[src/rtl/upstream_req_gate.sv]
module upstream_req_gate #(
  parameter int ADDR_W = 32,
  parameter int BE_W   = 4,
  parameter int TAG_W  = 5,
  parameter int ST_W   = 3,
  parameter logic [ADDR_W-1:0] SINK_ADDR = 'h000C_0000
) (
  input  logic              clk,
  input  logic              rst_n,
  input  logic              cfg_wr_en,
  input  logic [1:0]        cfg_wr_be,
  input  logic [15:0]       cfg_wr_data,
  output logic [15:0]       cfg_rd_data,
  output logic              mem_win_en,
  output logic              io_win_en,
  input  logic              in_valid,
  output logic              in_ready,
  input  logic [2:0]        in_type,
  input  logic [ADDR_W-1:0] in_addr,
  input  logic [BE_W-1:0]   in_be,
  input  logic [TAG_W-1:0]  in_tag,
  output logic              out_valid,
  input  logic              out_ready,
  output logic [2:0]        out_type,
  output logic [ADDR_W-1:0] out_addr,
  output logic [BE_W-1:0]   out_be,
  output logic [TAG_W-1:0]  out_tag,
  input  logic              pcpl_valid,
  output logic              pcpl_ready,
  input  logic [TAG_W-1:0]  pcpl_tag,
  input  logic [ST_W-1:0]   pcpl_status,
  output logic              scpl_valid,
  input  logic              scpl_ready,
  output logic [TAG_W-1:0]  scpl_tag,
  output logic [ST_W-1:0]   scpl_status
);

  localparam int NTAG = 1 << TAG_W;
  localparam logic [2:0] TY_MRD  = 3'd0;
  localparam logic [2:0] TY_MWR  = 3'd1;
  localparam logic [2:0] TY_IORD = 3'd2;
  localparam logic [ST_W-1:0] ST_UR = ST_W'(1);

  logic [2:0]      en_q;
  logic [NTAG-1:0] ur_pend;

  wire bme   = en_q[2];
  wire take  = in_valid && in_ready;
  wire is_rd = (in_type == TY_MRD) || (in_type == TY_IORD);
  wire cpl_x = pcpl_valid && scpl_ready;

  always_ff @(posedge clk) begin
    if (!rst_n)
      en_q <= '0;
    else if (cfg_wr_en && cfg_wr_be[0])
      en_q <= cfg_wr_data[2:0];
  end

  assign cfg_rd_data = {13'd0, en_q};
  assign mem_win_en  = en_q[1];
  assign io_win_en   = en_q[0];
  assign in_ready    = !out_valid || out_ready;

  always_ff @(posedge clk) begin
    if (!rst_n) begin
      out_valid <= 1'b0;
      out_type  <= '0;
      out_addr  <= '0;
      out_be    <= '0;
      out_tag   <= '0;
    end else if (take) begin
      out_valid <= 1'b1;
      out_tag   <= in_tag;
      if (bme) begin
        out_type <= in_type;
        out_addr <= in_addr;
        out_be   <= in_be;
      end else if (is_rd) begin
        out_type <= TY_MRD;
        out_addr <= SINK_ADDR;
        out_be   <= in_be;
      end else begin
        out_type <= TY_MWR;
        out_addr <= SINK_ADDR;
        out_be   <= '0;
      end
    end else if (out_ready) begin
      out_valid <= 1'b0;
    end
  end

  always_ff @(posedge clk) begin
    if (!rst_n)
      ur_pend <= '0;
    else begin
      if (cpl_x)
        ur_pend[pcpl_tag] <= 1'b0;
      if (take && is_rd)
        ur_pend[in_tag] <= !bme;
    end
  end

  assign scpl_valid  = pcpl_valid;
  assign pcpl_ready  = scpl_ready;
  assign scpl_tag    = pcpl_tag;
  assign scpl_status = ur_pend[pcpl_tag] ? ST_UR : pcpl_status;

  AST_PASS_THROUGH: assert property (@(posedge clk) disable iff (!rst_n)
    (take && bme) |=> (out_valid && out_addr == $past(in_addr) && out_be == $past(in_be) && out_tag == $past(in_tag)));

  AST_BLOCK_WRITE: assert property (@(posedge clk) disable iff (!rst_n)
    (take && !bme && !is_rd) |=> (out_type == TY_MWR && out_addr == SINK_ADDR && out_be == '0));

  AST_BLOCK_READ: assert property (@(posedge clk) disable iff (!rst_n)
    (take && !bme && is_rd) |=> (out_type == TY_MRD && out_addr == SINK_ADDR && out_tag == $past(in_tag)));

  AST_UR_MARKED: assert property (@(posedge clk) disable iff (!rst_n)
    (take && !bme && is_rd) |=> (pcpl_tag != $past(in_tag) || scpl_status == ST_UR));

  AST_HOLD_STALL: assert property (@(posedge clk) disable iff (!rst_n)
    (out_valid && !out_ready) |=> (out_valid && $stable(out_addr) && $stable(out_tag) && $stable(out_type)));

endmodule

[config.mk]
export PLATFORM = sky130hd
export DESIGN_NAME = upstream_req_gate
export DESIGN_NICKNAME = d
export VERILOG_FILES = /design/src/rtl/upstream_req_gate.sv
export SDC_FILE = /design/constraint.sdc
export NUM_CORES = 1
export LEC_CHECK = 0
export ABC_AREA = 0
export BUFFER_PORTS_ARGS = -buffer_cell sky130_fd_sc_hd__clkbuf_2
export CELL_PAD_IN_SITES_DETAIL_PLACEMENT = 1
export CELL_PAD_IN_SITES_GLOBAL_PLACEMENT = 1
export CORE_MARGIN = 2
export CORE_UTILIZATION = 32
export DETAILED_ROUTE_END_ITERATION = 6
export PLACE_DENSITY_LB_ADDON = 0.1
export SLEW_MARGIN = 20
export SYNTH_ARGS = -nofsm -noshare
export SYNTH_HDL_FRONTEND = slang
export SYNTH_SLANG_ARGS = --single-unit
[constraint.sdc]
create_clock -name clk -period 2.28 [get_ports clk]
set_input_delay 0.57 -clock clk [delete_from_list [all_inputs] [get_ports clk]]
set_output_delay 0.57 -clock clk [all_outputs]
set_load 0.05 [all_outputs]
== Word level (Yosys, flattened, before mapping) ==
Index checks and enable logic that the tools add are counted.
Storage, ports and cells
  flip-flop bits (word level): 80
  logic and storage cells: 44
  output and inout port bits: 74
  input bits: 77
Cells by class
  bitwise gates (word level): 2
  order comparisons: 4
  eq/ne operators: 1
  mux-type cells: 18
  reductions and logical operators: 12
Operator list (count)
  $mux W32: 4
  $and A32 B32 Y32: 1
  $bwmux W32: 1
  $not A32 Y32: 1
  $lt A5 B6 Y1 const B: 2
  $demux W1 S5: 2
  $ge A5 B1 Y1 const B: 2
  $mux W4: 2
  $logic_and A1 B1 Y1: 6
  $mux W1: 6
  $mux W3: 2
  $bmux W1 S5: 1
  $eq A3 B2 Y1 const B: 1
  $logic_not A3 Y1: 1
  $logic_not A1 Y1: 2
  $logic_or A1 B1 Y1: 2
  $reduce_bool A2 Y1: 1

== Longest topological paths before layout ==
Gate-level depths: netlist of run 1.
  depth after elaboration: 10
  depth in mapped cells: 7
  depth with buffers taken out: 5

== Worst setup path before layout of run 1 ==
OpenSTA, ideal clock, no wires.
  path type: input-to-output
  start: input pcpl_tag[1]
  end: output scpl_status[1]
  data arrival time: 2.161 ns
  required time: 1.710 ns
  stages: 7
  path buffers: 2
  path slack: -0.451 ns
  path through: buf_6 buf_6 mux2i_1 nor3_1 nor4_1 nand3_1 nor2_1
On the way
  longest elaborated chain between the ends: 3
Ends and longest elaborated chain
  start, declared: line 30  | input logic [TAG_W-1:0] pcpl_tag,
  $bmux W1 S5: line 106  | assign scpl_status = ur_pend[pcpl_tag] ? ST_UR : pcpl_status;
  $mux W1 (not written as such): line 106
  $mux W3: line 106
  end, declared: line 35  | output logic [ST_W-1:0] scpl_status
Every way passes these cells. The select of a mux whose other input is x is not followed.

== Worst setup path in the final report of run 1 ==
  start: input pcpl_tag[1]
  end: output scpl_status[0]
Same word-level chain as after synthesis.

==> impl.org, run 1 <==
** Global routing
- Global-route wire length before repair :: between 15 and 20 mm
- Via count of the first global-routing pass :: 3789
- Global routing consumed, over all layers together, 19.0% of the routing resources.
- Grt ovf :: 0
- The initial antenna violation count was 0.
- Entering global routing, the biggest net connects 45 pins.

** Power and ir drop
- Pleak :: a little over 2 nW
- For this design the total switching power over the nets is 944 uW.
- Total power per unit cell area :: 643 nW/um^2
- The internal power of the cells totals ~2.4 mW.
- Net switching is 28.3% of the power.
- IR analysis of the VDD net gives a maximum drop of 0.385 mV.
- Clock share of power :: 40.4%
- Seq pwr share :: 43.1%
- Combinational logic burns 16.5% of the power.

** Timing
- The final critical path takes up 115% of the cycle.
- On the final layout, the worst clock skew is between 0.004 and 0.005 ns.
- Subtracting the final worst setup slack from the clock period gives 2.62 ns.
- Final hold vios :: 0
- Setup violations remaining at the end of the flow were counted as 3.
- The number of max-slew violations in the final report came to 0.
- Headroom to the max-slew limit came out at 59.6%.
- Timing would allow up to 381 MHz.
- Setup repair after global routing could not meet its margin everywhere.
- At the pin with the least slew margin, the transition time is 0.600 ns.
- Worst path setup slack after routing :: -0.343 ns
- After routing, the total negative slack on setup checks comes to -1.01 ns.

** Synthesis
- dfxtp_1 takes more of the synthesized area than any other cell.
- For this run, the leading register cell type out of synthesis is dfxtp_1.
- Synthesized netlist cell count :: 459
- In the post-synthesis netlist, the biggest area contributors are dfxtp_1, mux2i_1, a21boi_0, nand2_1, o211ai_1.
- In this run, synthesis produced a sequential element count of 80.
- After synthesis, the mean cell area works out to 8.57 sq um.
- For this run, the register share of the synthesized area comes to 40.7%.
- Yosys mapped the design onto 39 distinct sky130hd cell types.
- Number of enable-type register cells in the synthesized netlist :: 0
- After synthesis, the share of flip-flops with an asynchronous set or reset is 0%.
- In this run the biggest area consumer among cell types represents 40.7% of the synthesized area.
- Warnings from Yosys :: 0
- The synthesized netlist occupies a cell area of approximately 4000 sq um.

** Setup path
- The worst setup path is captured at a primary output.
- Slack of the worst reg-to-reg path :: approximately 0.55 ns
- By startpoint and endpoint, the worst setup path is classified as input pin to primary output.
- Among all stages on the critical path, the largest delay is contributed by mux4_2.
- CP cell instances :: clkbuf_16, mux4_2, a21oi_2, o22ai_4, or3_4, clkbuf_16
- Launch instance of the worst register-to-register path :: out_valid$_SDFFE_PN0P_
- Buffers and inverters on the worst path :: 2
- The kind of cell with the highest combined delay along the critical path is multiplexers.
- Data arrival time at the worst-slack endpoint :: 2.05 ns
- For this run, the slowest stage of the critical path takes 0.51 ns.
- For the worst flop-to-flop path, the logic depth is 5.
- Required time of the critical path :: around 1.7 ns
- Crit Path Max Fanout :: 8
- In this run the critical register-to-register path is captured at ur_pend[28]$_SDFF_PN0_.
- STA classifies the critical path startpoint as an input pin.
- The most numerous cell type found on the critical path is clkbuf_16.

** Clock tree
- CTS saw 80 sinks.
- Cts bufs inserted :: 9
- After clock tree synthesis, the clock-pin slew on the worst setup and hold paths is 0.06 ns.
- Worst-Skew Late Latency :: about 0.34 ns
- Number of buffers on the longest clock path :: 2
- CTS root buffer :: clkbuf_16
- Count of H-tree levels built during CTS :: 3
- TritonCTS built the clock tree.

** Die
- In this run the vertical extent of the chip is 115 um.
- After floorplanning, the core was sized to cover 12000 sq um.
- Initial Utilization :: between 30% and 40%
- Pin placement for this block handled 151 I/O pins.
- Die area :: 13200 sq um
- Die X-Extent :: ~110 um
- Std-Cell Rows :: 40

** Run
- Max_cap viols :: 0

** Detailed routing
- Detailed routing inserted a total of 3697 vias.
- The count of nets left with antenna violations once routing finished came out at 0.
- The final layout contains routed wiring with a total length of 12.3 mm.
- For this run, design rule violations remaining after detail routing come to 0.
- The detailed router finished its first iteration with between 150 and 200 violations.
- Before antenna repair, the detailed router went through 4 iterations.
- In the routed layout, each cell is associated on average with a via count of 5.01.
- Routed WL per cell :: 16.7 um

** Layout
- Post-Layout Inst Area :: 5190 sq um
- The finished layout holds 738 standard cells, fillers aside.
- The library cells used most frequently in the layout, excluding fill and tap cells, are clkbuf_2, dfxtp_1, nand2_1.
- Fill cell instance count of the final layout :: between 1000 and 1500
- Number of diodes :: 0
- Most frequent standard cell in the layout excluding fill and tap cells :: clkbuf_2
- At the end of the flow, the number of nets in the layout was between 600 and 700.
- The post-route netlist has 32.5% of its cells at a drive strength greater than 1.
- The area growth from synthesis to layout is 32.0%.

** Outcome
- Result of the run :: finished with violations
- Violations in the final reports :: negative setup slack

** Placed design
- OpenSTA, run right after detailed placement, puts the worst setup slack at -0.585 ns.
- Detailed placement finished with a half-perimeter wire length of approximately 9.0 mm.
- During placement, the flow inserted port buffers numbering 123.
- Placed Instances :: ~720
- After detailed placement, the total cell area comes to 4810 sq um.
- Routability-driven placement finished with a final weighted congestion of between 0.8 and 0.9.

** Worst hold path
- The startpoint identified for the worst hold timing path is out_type[2]$_SDFFE_PN0P_.
- Cell count of the worst hold path :: 2
- Endpoint with the worst hold slack :: out_type[2]$_SDFFE_PN0P_
- Hold crit path type :: register to register
## registers in the layout (all words and copies together), names as in the netlist
register / cells
out_type: 3
out_valid: 1
ur_pend: 32
en_q: 3
out_addr: 32
out_be: 4
out_tag: 5
## how the worst max path moves through the flow
| stage | cells after the start | endpoint | start | slack [ns] |
|---|---|---|---|---|
| floorplan | 5 | scpl_status[0] | pcpl_tag[1] | -0.24 |
| global placement | 8 | scpl_status[0] | pcpl_tag[1] | -0.54 |
| detailed placement | 8 | scpl_status[0] | pcpl_tag[1] | -0.59 |
| CTS | 6 | scpl_status[0] | pcpl_tag[1] | -0.34 |
| global route | 8 | scpl_status[2] | pcpl_tag[3] | -0.39 |
| finish | 6 | scpl_status[0] | pcpl_tag[1] | -0.34 |
## what timing repair did
action	CTS	global route
resized for setup	15	5
setup buffers	0	0
hold buffers	0	0
setup endpoints to repair	3	3
pin swaps	5	2
## area by class of cell
type,instances,area [sq um],area share (%)
flip-flops and latches,80,1600,30.9
well taps,147,184,3.54
repair buffers,162,991,19.1
clock buffers,14,264,5.09
clock inverters,2,13.8,0.265
multi-input cells,331,2130,41.0
inverters,2,7.51,0.145
## kinds of logic (layout without fill, tap and decap cells)
| logic type | after synthesis | count (layout) | share of synthesized area, % |
|---|---|---|---|
| and+or+nand+nor | 181 | 181 | 21.5 |
| AOI/OAI and AO/OA | 90 | 90 | 17.0 |
| DFF | 80 | 80 | 40.7 |
| buffers and inverters | 60 | 180 | 8.40 |
| muxes | 47 | 47 | 12.3 |
| other | 1 | 13 | 0.0953 |
## stage by stage
step / total power, mW / hold slack, ns / utilization [%]
4_1_cts: 3.39 / 0.463 / 43.0
3_3_place_gp: 2.00 / 0.448 / 40.0
5_1_grt: 3.48 / 0.480 / 43.2
6_report: 3.34 / 0.459 / 43.2
2_1_floorplan: 1.84 / 0.478 / -
3_5_place_dp: 2.01 / 0.456 / 40.0
## per-layer routing
metal,vias up,routed length (um),global-route usage (%)
met3,7,486,4.53
met1,1768,5480,23.1
met2,84,6270,34.0
met5,-,0,0
met4,0,92,4.10
li1,1838,-,-
## cell usage after synthesis, drive strengths merged (3+ instances only)
cell	instances
dfxtp	80
mux2i	46
o21ai	3
nor4	4
clkbuf	23
a22oi	4
nand3	39
a21boi	43
nor3	3
nand3b	5
buf	35
o211ai	28
nand2b	5
o311ai	4
or3	4
o22ai	3
nor2b	4
nor2	43
nand2	63
## worst register-to-register path: cells and delay by family (launching register included)
kind	cells	cell delay, ns
flip-flops	1	0.31
multiplexers	1	0.22
AND/OR/NAND/NOR	4	1.13
## power groups by stage
| stage | combinational [mW] | clock [mW] | sequential (mW) |
|---|---|---|---|
| final | 0.551 | 1.35 | 1.44 |
| after global routing | 0.590 | 1.45 | 1.44 |
| after CTS | 0.553 | 1.40 | 1.44 |
| after detailed placement | 0.536 | 0 | 1.47 |
| after global placement | 0.530 | 0 | 1.47 |
| after floorplan | 0.301 | 0 | 1.54 |
Power figures use the tool's default switching activity.
==> inputs of run 2 (changes only) <==
Settings changed: PLACE_DENSITY_LB_ADDON 0.1 to 0.15, SKIP_LAST_GASP from default to 1.
==> run 2 against run 1 <==
- the flow still finishes with violations (negative setup slack)
- final cell count is 0.81% higher
- power is 6.6% higher
- wire length is 2.6% higher
- register-to-register slack better by 0.02 ns
- largest cell class unchanged
- sequential share of layout area is 0.70 points lower
==> impl.org, run 2 (synthesized netlist as in run 1, its figures left out) <==
** Timing
- Setup repair after global routing could not meet its margin everywhere.
- The count of endpoints failing setup in the final report came to 3 (unchanged).
- Final worst-path cycle share :: 120% (+5.4 points)
- Final hold vios :: 0 (unchanged)
- Worst-case clock skew :: 0.00467 ns (-0.000268 ns)
- Worst path setup slack after routing :: -0.465 ns (-0.122 ns)
- The number of max-slew violations in the final report was 0 (unchanged).
- The final critical delay including setup and external delays was 2.75 ns (+0.122 ns).
- The worst hold margin came to 0.457 ns (-0.00173 ns).
- The achievable frequency came to 364 MHz (-4.5%).

** Setup path
- Critical setup path kind :: input pin to primary output
- The number of cells traversed by the worst register-to-register path was 5 (unchanged).
- Worst setup path endpoint :: scpl_status[0]
- Required time of the critical path :: 1.71 ns (about the same)
- The largest individual stage delay along the critical path comes from the cell or3_4.
- The endpoint arrival time on the critical path came to 2.18 ns (+0.13 ns).
- In this run the critical register-to-register path is captured at ur_pend[24]$_SDFF_PN0_.
- In this design, the largest share of critical-path delay is due to simple AND/OR/NAND/NOR gates.
- CP cell instances :: clkbuf_16, buf_12, buf_4, mux2i_1, o22ai_2, nor3_2, nand2_1, or3_4, clkbuf_16
- Slack of the worst reg-to-reg path :: 0.57 ns (+0.02 ns)
- Logic depth of the worst path, buffers included :: 9 (+3)
- CP most frequent cell :: clkbuf_16
- The top fanout value on the critical path came to 8 (unchanged).
- Launch point of the worst path :: pcpl_tag[1]
- Buffers and inverters on the worst path :: 4 (+2)
- Worst stage delay on the critical path :: 0.34 ns (-0.17 ns)
- STA classifies the critical path endpoint as a primary output.
- Critical path startpoint category :: input pin
- In this run the critical register-to-register path is launched from out_valid$_SDFFE_PN0P_.

** Layout
- From synthesis to final layout, the design area changed by 35.1%.
- Leaving out fill and tap cells, the most frequent cell in the layout is clkbuf_2.
- Footprint of the multi-input gates :: 2140 sq um (+0.53%)
- The final-stage net count came to 669 (+0.90%).
- The summed area of non-filler cells in the final layout came to 5310 sq um (+2.3%).
- Leading registers by flop count :: out_addr: 32 flops, ur_pend: 32 flops, out_tag: 5 flops
- Finished Layout Cells :: 744 (+0.81%)
- Number of diodes :: 0 (unchanged)
- Fill cell instance count of the final layout :: 1440 (+0.14%)
- The top cell types in the final layout, fill and taps aside, are clkbuf_2, dfxtp_1, nand2_1.
- Ratio of cells with drive above 1 in the final layout :: 34.3% (+1.9 points)
- The register area came to 1600 sq um (unchanged).

** Detailed routing
- The ratio of routed vias to standard cells was 5.10 (+1.8%).
- Via count :: 3796 (+2.7%)
- Remaining DRCs :: 0 (unchanged)
- The routed length per instance is 17.0 um (+1.8%).
- The final routed wirelength across all metal layers is 12.7 mm (+2.6%).
- DR iter-0 viols :: 193 (+14%)
- The post-route antenna net violation count came to 0 (unchanged).
- The first-pass detailed-route iteration total came to 4 (unchanged).

** Die
- The number of cell rows came to 40 (unchanged).
- Die height :: 115 um (unchanged)
- The x dimension of the die was 115 um (unchanged).
- Core Box Area :: 12000 sq um (unchanged)
- The area enclosed by the die boundary came to 13200 sq um (unchanged).
- Initial Utilization :: 32.8% (unchanged)
- The number of top-level pins was 151 (unchanged).

** Power and ir drop
- Total power per unit cell area :: 669 nW/um^2 (+4.1%)
- Final total power :: 3.56 mW (+6.6%)
- The worst voltage drop across the vdd grid was 0.304 mV (-21%).
- The leakage power figure came to 2.12 nW (+3.0%).

** Global routing
- The residual overflow from global routing came to 0 (unchanged).
- Via count of the first global-routing pass :: 3803 (+0.37%)
- Number of antenna violations at the first check in global routing :: 0 (unchanged)
- The largest net degree at the start of global routing was 45 (unchanged).
- The global-route wire length before repair is 19.6 mm (-0.39%).
- Total Routing Usage GR :: 19.0% (+0.024 points)

** Clock tree
- The number of buffers on the longest clock path is 2 (unchanged).
- Cts bufs inserted :: 9 (unchanged)
- CTS root buffer :: clkbuf_16
- The worst-skew pair later-pin latency came to 0.34 ns (about the same).
- CTS Hold Bufs :: 0 (unchanged)
- The clock transition time at the flip-flop clock pins of the worst setup and hold paths is 0.06 ns (about the same).
- Count of H-tree levels built during CTS :: 3 (unchanged)
- TritonCTS built the clock tree.
- The clock sink count was 80 (unchanged).

** Run
- Max_cap viols :: 0 (unchanged)

** Placed design
- Final GP Congestion :: 0.779 (-4.3%)
- The number of input and output port buffers inserted is 123 (unchanged).
- Post-Place Worst Slack :: -0.522 ns (+0.0636 ns)
- Cell area reported after detailed placement :: 4820 sq um (+0.29%)
- Detailed-placement wirelength estimate :: 8.98 mm (about the same)
- Placed Instances :: 722 (unchanged)

** Outcome
- The run finished, with violations left.
- The checks that failed: negative setup slack.

** Worst hold path
- Cell count of the worst hold path :: 2 (unchanged)
- Hold crit path type :: register to register
[run 2: cell types whose count changed in the layout (fill, tap and decap cells not counted), sizes merged]
cell    before  now
clkbuf     137  130
buf         39   48
clkinv       2    4
bufinv       0    2
[run 2: metrics by stage]
stage	TNS [ns]	utilization (%)
global route	-1.32	44.2
finish	-1.14	44.2
CTS	-1.12	43.5
detailed placement	-1.40	40.2
global placement	-1.20	40.2
floorplan	-0.345	-
[run 2: repair_timing]
item | 4_1_cts | 5_1_grt
setup endpoints to repair | 3 | 3
gates cloned | 1 | 0
pin swaps | 3 | 3
resized for setup | 11 | 13
setup buffers | 2 | 3
[run 2: tightest hold or removal path, stage by stage, from the launching register on]
cell and delay, ns:
dfxtp_1 0.31, nand2_1 0.05, a21boi_0 0.06
[run 2: final cells by class]
class | count | share of cell area [%]
Clock buffer | 10 | 4.31
Clock inverter | 6 | 1.58
Inverter | 2 | 0.141
Multi-Input combinational cell | 331 | 40.3
Sequential cell | 80 | 30.1
Tap cell | 147 | 3.46
Timing Repair Buffer | 168 | 20.1
[run 2: worst min-delay path by stage]
stage	endpoint	start	slack (ns)
after CTS	out_addr[0]$_SDFFE_PN0P_	out_addr[0]$_SDFFE_PN0P_	0.46
after floorplan	ur_pend[21]$_SDFF_PN0_	ur_pend[21]$_SDFF_PN0_	0.48
after detailed placement	out_addr[0]$_SDFFE_PN0P_	out_addr[0]$_SDFFE_PN0P_	0.45
after global routing	out_addr[30]$_SDFFE_PN0P_	out_addr[30]$_SDFFE_PN0P_	0.48
final	out_addr[0]$_SDFFE_PN0P_	out_addr[0]$_SDFFE_PN0P_	0.46
after global placement	out_addr[21]$_SDFFE_PN0P_	out_addr[21]$_SDFFE_PN0P_	0.45
[run 2: routing by layer]
layer  wire length, um  track usage (%)  vias up
met5                 0                0        -
met3               509             3.58       11
met1              5730             23.9     1846
met2              6260             33.1       86
li1                  -                -     1853
met4               153             5.70        0
[run 2: where the power goes]
part | switching (mW) | internal, mW | leakage (nW) | total (mW)
Combinational | 0.387 | 0.186 | 1.32 | 0.573
Sequential | 0.0143 | 1.42 | 0.647 | 1.44
Clock | 0.591 | 0.956 | 0.156 | 1.55
==> inputs of run 3 (changes only) <==
Settings changed: REMOVE_ABC_BUFFERS from default to 1.
==> run 3 against run 2 <==
- the flow still finishes with violations (negative setup slack)
- clock-buffer cell count rose by 1
- sequential cell count unchanged
- utilization rose by 0.32 points
- die area stayed put
- global-route usage up 0.92 points
- via count unchanged
- largest cell class unchanged
==> impl.org, run 3 (synthesized netlist as in run 1, its figures left out) <==
** Outcome
- The flow ran to the end, but the final reports show violations.
- The checks that failed: negative setup slack.

** Power and ir drop
- The leakage power figure is 2.15 nW (+1.3%).
- Final total power :: 3.68 mW (+3.5%)
- Largest voltage drop on the vdd net :: 0.341 mV (+12%)
- The share of total power in sequential cells was 39.0% (-1.4 points).
- The proportion of power drawn by combinational gates is 15.2% (-0.9 points).
- The net switching power of the design is 978 uW (-1.5%).
- The power density over the cells was 688 nW/um^2 (+2.8%).
- Internal cell power :: 2.70 mW (+5.4%)
- The proportion of power drawn by the clock network was 45.7% (+2.2 points).
- The switching power share of the total is 26.6% (-1.3 points).

** Layout
- In the layout the commonest cells are clkbuf_2, dfxtp_1, nand2_1.
- Leading registers by flop count :: out_addr: 32 flops, ur_pend: 32 flops, out_tag: 5 flops
- Area added between synthesis and finish :: 36.0%
- Number of diodes :: 0 (unchanged)
- The fraction of layout instances using a drive strength above 1 came to 34.3% (-0.067 points).
- Fill cell instance count of the final layout :: 1438 (-0.14%)
- Final Core Density :: 44.6% (+0.32 points)
- Final net count :: 676 (+1.0%)
- Most frequent standard cell in the layout excluding fill and tap cells :: clkbuf_2

** Detailed routing
- The routed length per instance is 16.9 um (-0.63%).
- The final routed wirelength across all metal layers is 12.7 mm (+0.30%).
- Vias/cell :: 5.05 (-0.93%)
- Via count :: 3796 (unchanged)
- Remaining DRCs :: 0 (unchanged)
- The post-route antenna net violation count was 0 (unchanged).
- The first-pass detailed-route iteration total is 4 (unchanged).
- The initial detailed-routing violation count was 198 (+2.6%).

** Setup path
- CP cell instances :: clkbuf_16, buf_8, mux2i_2, o221ai_1, o21ai_1, o22ai_2, or3_4, buf_8
- Critical path startpoint category :: input pin
- Worst stage delay on the critical path :: 0.39 ns (+0.05 ns)
- The setup path with the least slack is of type input pin to primary output.
- The endpoint arrival time on the critical path came to 2.04 ns (-0.14 ns).
- Slowest cell on the critical path :: or3_4
- STA classifies the critical path endpoint as a primary output.
- CP most frequent cell :: buf_8
- Required time of the critical path :: 1.71 ns (about the same)
- Crit Path Max Fanout :: 8 (unchanged)

** Clock tree
- Worst-Skew Late Latency :: 0.34 ns (about the same)
- The clock sink count is 80 (unchanged).
- Clock slew at reported path FFs :: 0.06 ns (about the same)
- The count of H-tree levels built during CTS was 3 (unchanged).
- The number of buffers on the longest clock path is 2 (unchanged).
- CTS root buffer :: clkbuf_16
- CTS Hold Bufs :: 0 (unchanged)
- TritonCTS clock tree :: built
- Cts bufs inserted :: 9 (unchanged)

** Global routing
- The largest net degree at the start of global routing came to 45 (unchanged).
- The initial antenna violation count came to 0 (unchanged).
- Total Routing Usage GR :: 19.9% (+0.92 points)
- The via count of the first global-routing pass came to 3918 (+3.0%).
- The residual overflow from global routing is 0 (unchanged).
- The global-route wire length before repair came to 20.4 mm (+4.2%).

** Die
- Initial Utilization :: 32.8% (unchanged)
- Die X-Extent :: 115 um (unchanged)
- The number of cell rows was 40 (unchanged).
- The die height came to 115 um (unchanged).
- Core Box Area :: 12000 sq um (unchanged)
- The number of top-level pins is 151 (unchanged).
- Die area :: 13200 sq um (unchanged)

** Timing
- The achievable frequency came to 383 MHz (+5.2%).
- Setup repair after global routing missed its margin :: true
- The number of max-slew violations in the final report was 0 (unchanged).
- Final hold vios :: 0 (unchanged)
- The post-route worst setup slack came to -0.330 ns (+0.135 ns).
- Worst-case clock skew :: 0.00669 ns (+0.00202 ns)
- Final worst-path cycle share :: 114% (-5.9 points)
- Shortest clock period the worst path allows after layout :: 2.61 ns (-0.135 ns)
- Min Hold Slack :: 0.460 ns (+0.00246 ns)
- Setup Viol. Count Final :: 3 (unchanged)
- Final-layout setup total negative slack :: -0.834 ns (+0.310 ns)

** Worst hold path
- Hold crit path type :: register to register

** Placed design
- The post-place setup slack is -0.615 ns (-0.0935 ns).
- The number of input and output port buffers inserted came to 123 (unchanged).
- The global placer's final weighted congestion came to 0.840 (+7.8%).
- Detailed-placement wirelength estimate :: 9.08 mm (+1.1%)

** Run
- Max_cap viols :: 0 (unchanged)
run 3: cell types whose count changed in the layout (fill, tap and decap cells not counted), moves of 2 or more:
cell / change
buf_4: +3
buf_6: +6
buf_12: -3
nor2_4: -2
clkbuf_8: +3
clkinv_2: -2
nor2_1: +2
run 3: repair_timing:
| item | CTS | global route |
|---|---|---|
| pin swaps | 3 | 5 |
| cloned | 0 | 0 |
| setup buffers | 11 | 2 |
| setup endpoints to repair | 3 | 7 |
| resized for setup | 24 | 12 |
run 3: final timing paths:
| kind | start | end | slack [ns] | cells past startpoint |
|---|---|---|---|---|
| hold reg to reg | out_addr[21]$_SDFFE_PN0P_ | out_addr[21]$_SDFFE_PN0P_ | 0.46 | 2 |
| setup / recovery | pcpl_tag[1] | scpl_status[0] | -0.33 | 8 |
| setup reg to reg | out_valid$_SDFFE_PN0P_ | ur_pend[4]$_SDFF_PN0_ | 0.54 | 5 |
| hold / removal | out_addr[21]$_SDFFE_PN0P_ | out_addr[21]$_SDFFE_PN0P_ | 0.46 | 2 |
run 3: final cells by class:
class	count	area [sq um]	area share (%)
clock inverter	5	104	1.94
tap	147	184	3.44
sequential	80	1600	29.9
inverter	2	7.51	0.140
multi-input combinational	331	2110	39.4
clock buffer	11	243	4.54
timing repair buffer	175	1110	20.7
run 3: through the flow:
step,cell area [sq um],instances
global route,5350,751
detailed placement,4780,726
finish,5350,751
floorplan,3660,413
CTS,5330,753
global placement,4780,726
run 3: per-layer routing:
metal | vias up | track usage [%] | share of wire [%]
li1 | 1868 | - | -
met1 | 1794 | 24.7 | 45
met2 | 121 | 33.9 | 48
met3 | 13 | 4.74 | 5.5
met4 | 0 | 6.99 | 1.5
met5 | - | 0 | 0
run 3: critical path, delay by kind of cell:
kind | cells | cell delay (ns)
buffers and inverters | 3 | 0.45
AOI/OAI and AO/OA | 3 | 0.39
and+or+nand+nor | 1 | 0.39
muxes | 1 | 0.24
run 3: power by group through the flow:
stage	Combinational, mW	Clock, mW	Sequential [mW]
after global routing	0.604	1.79	1.44
after CTS	0.558	1.72	1.44
after detailed placement	0.526	0	1.47
after floorplan	0.179	0	1.55
after global placement	0.520	0	1.47
final	0.561	1.68	1.44
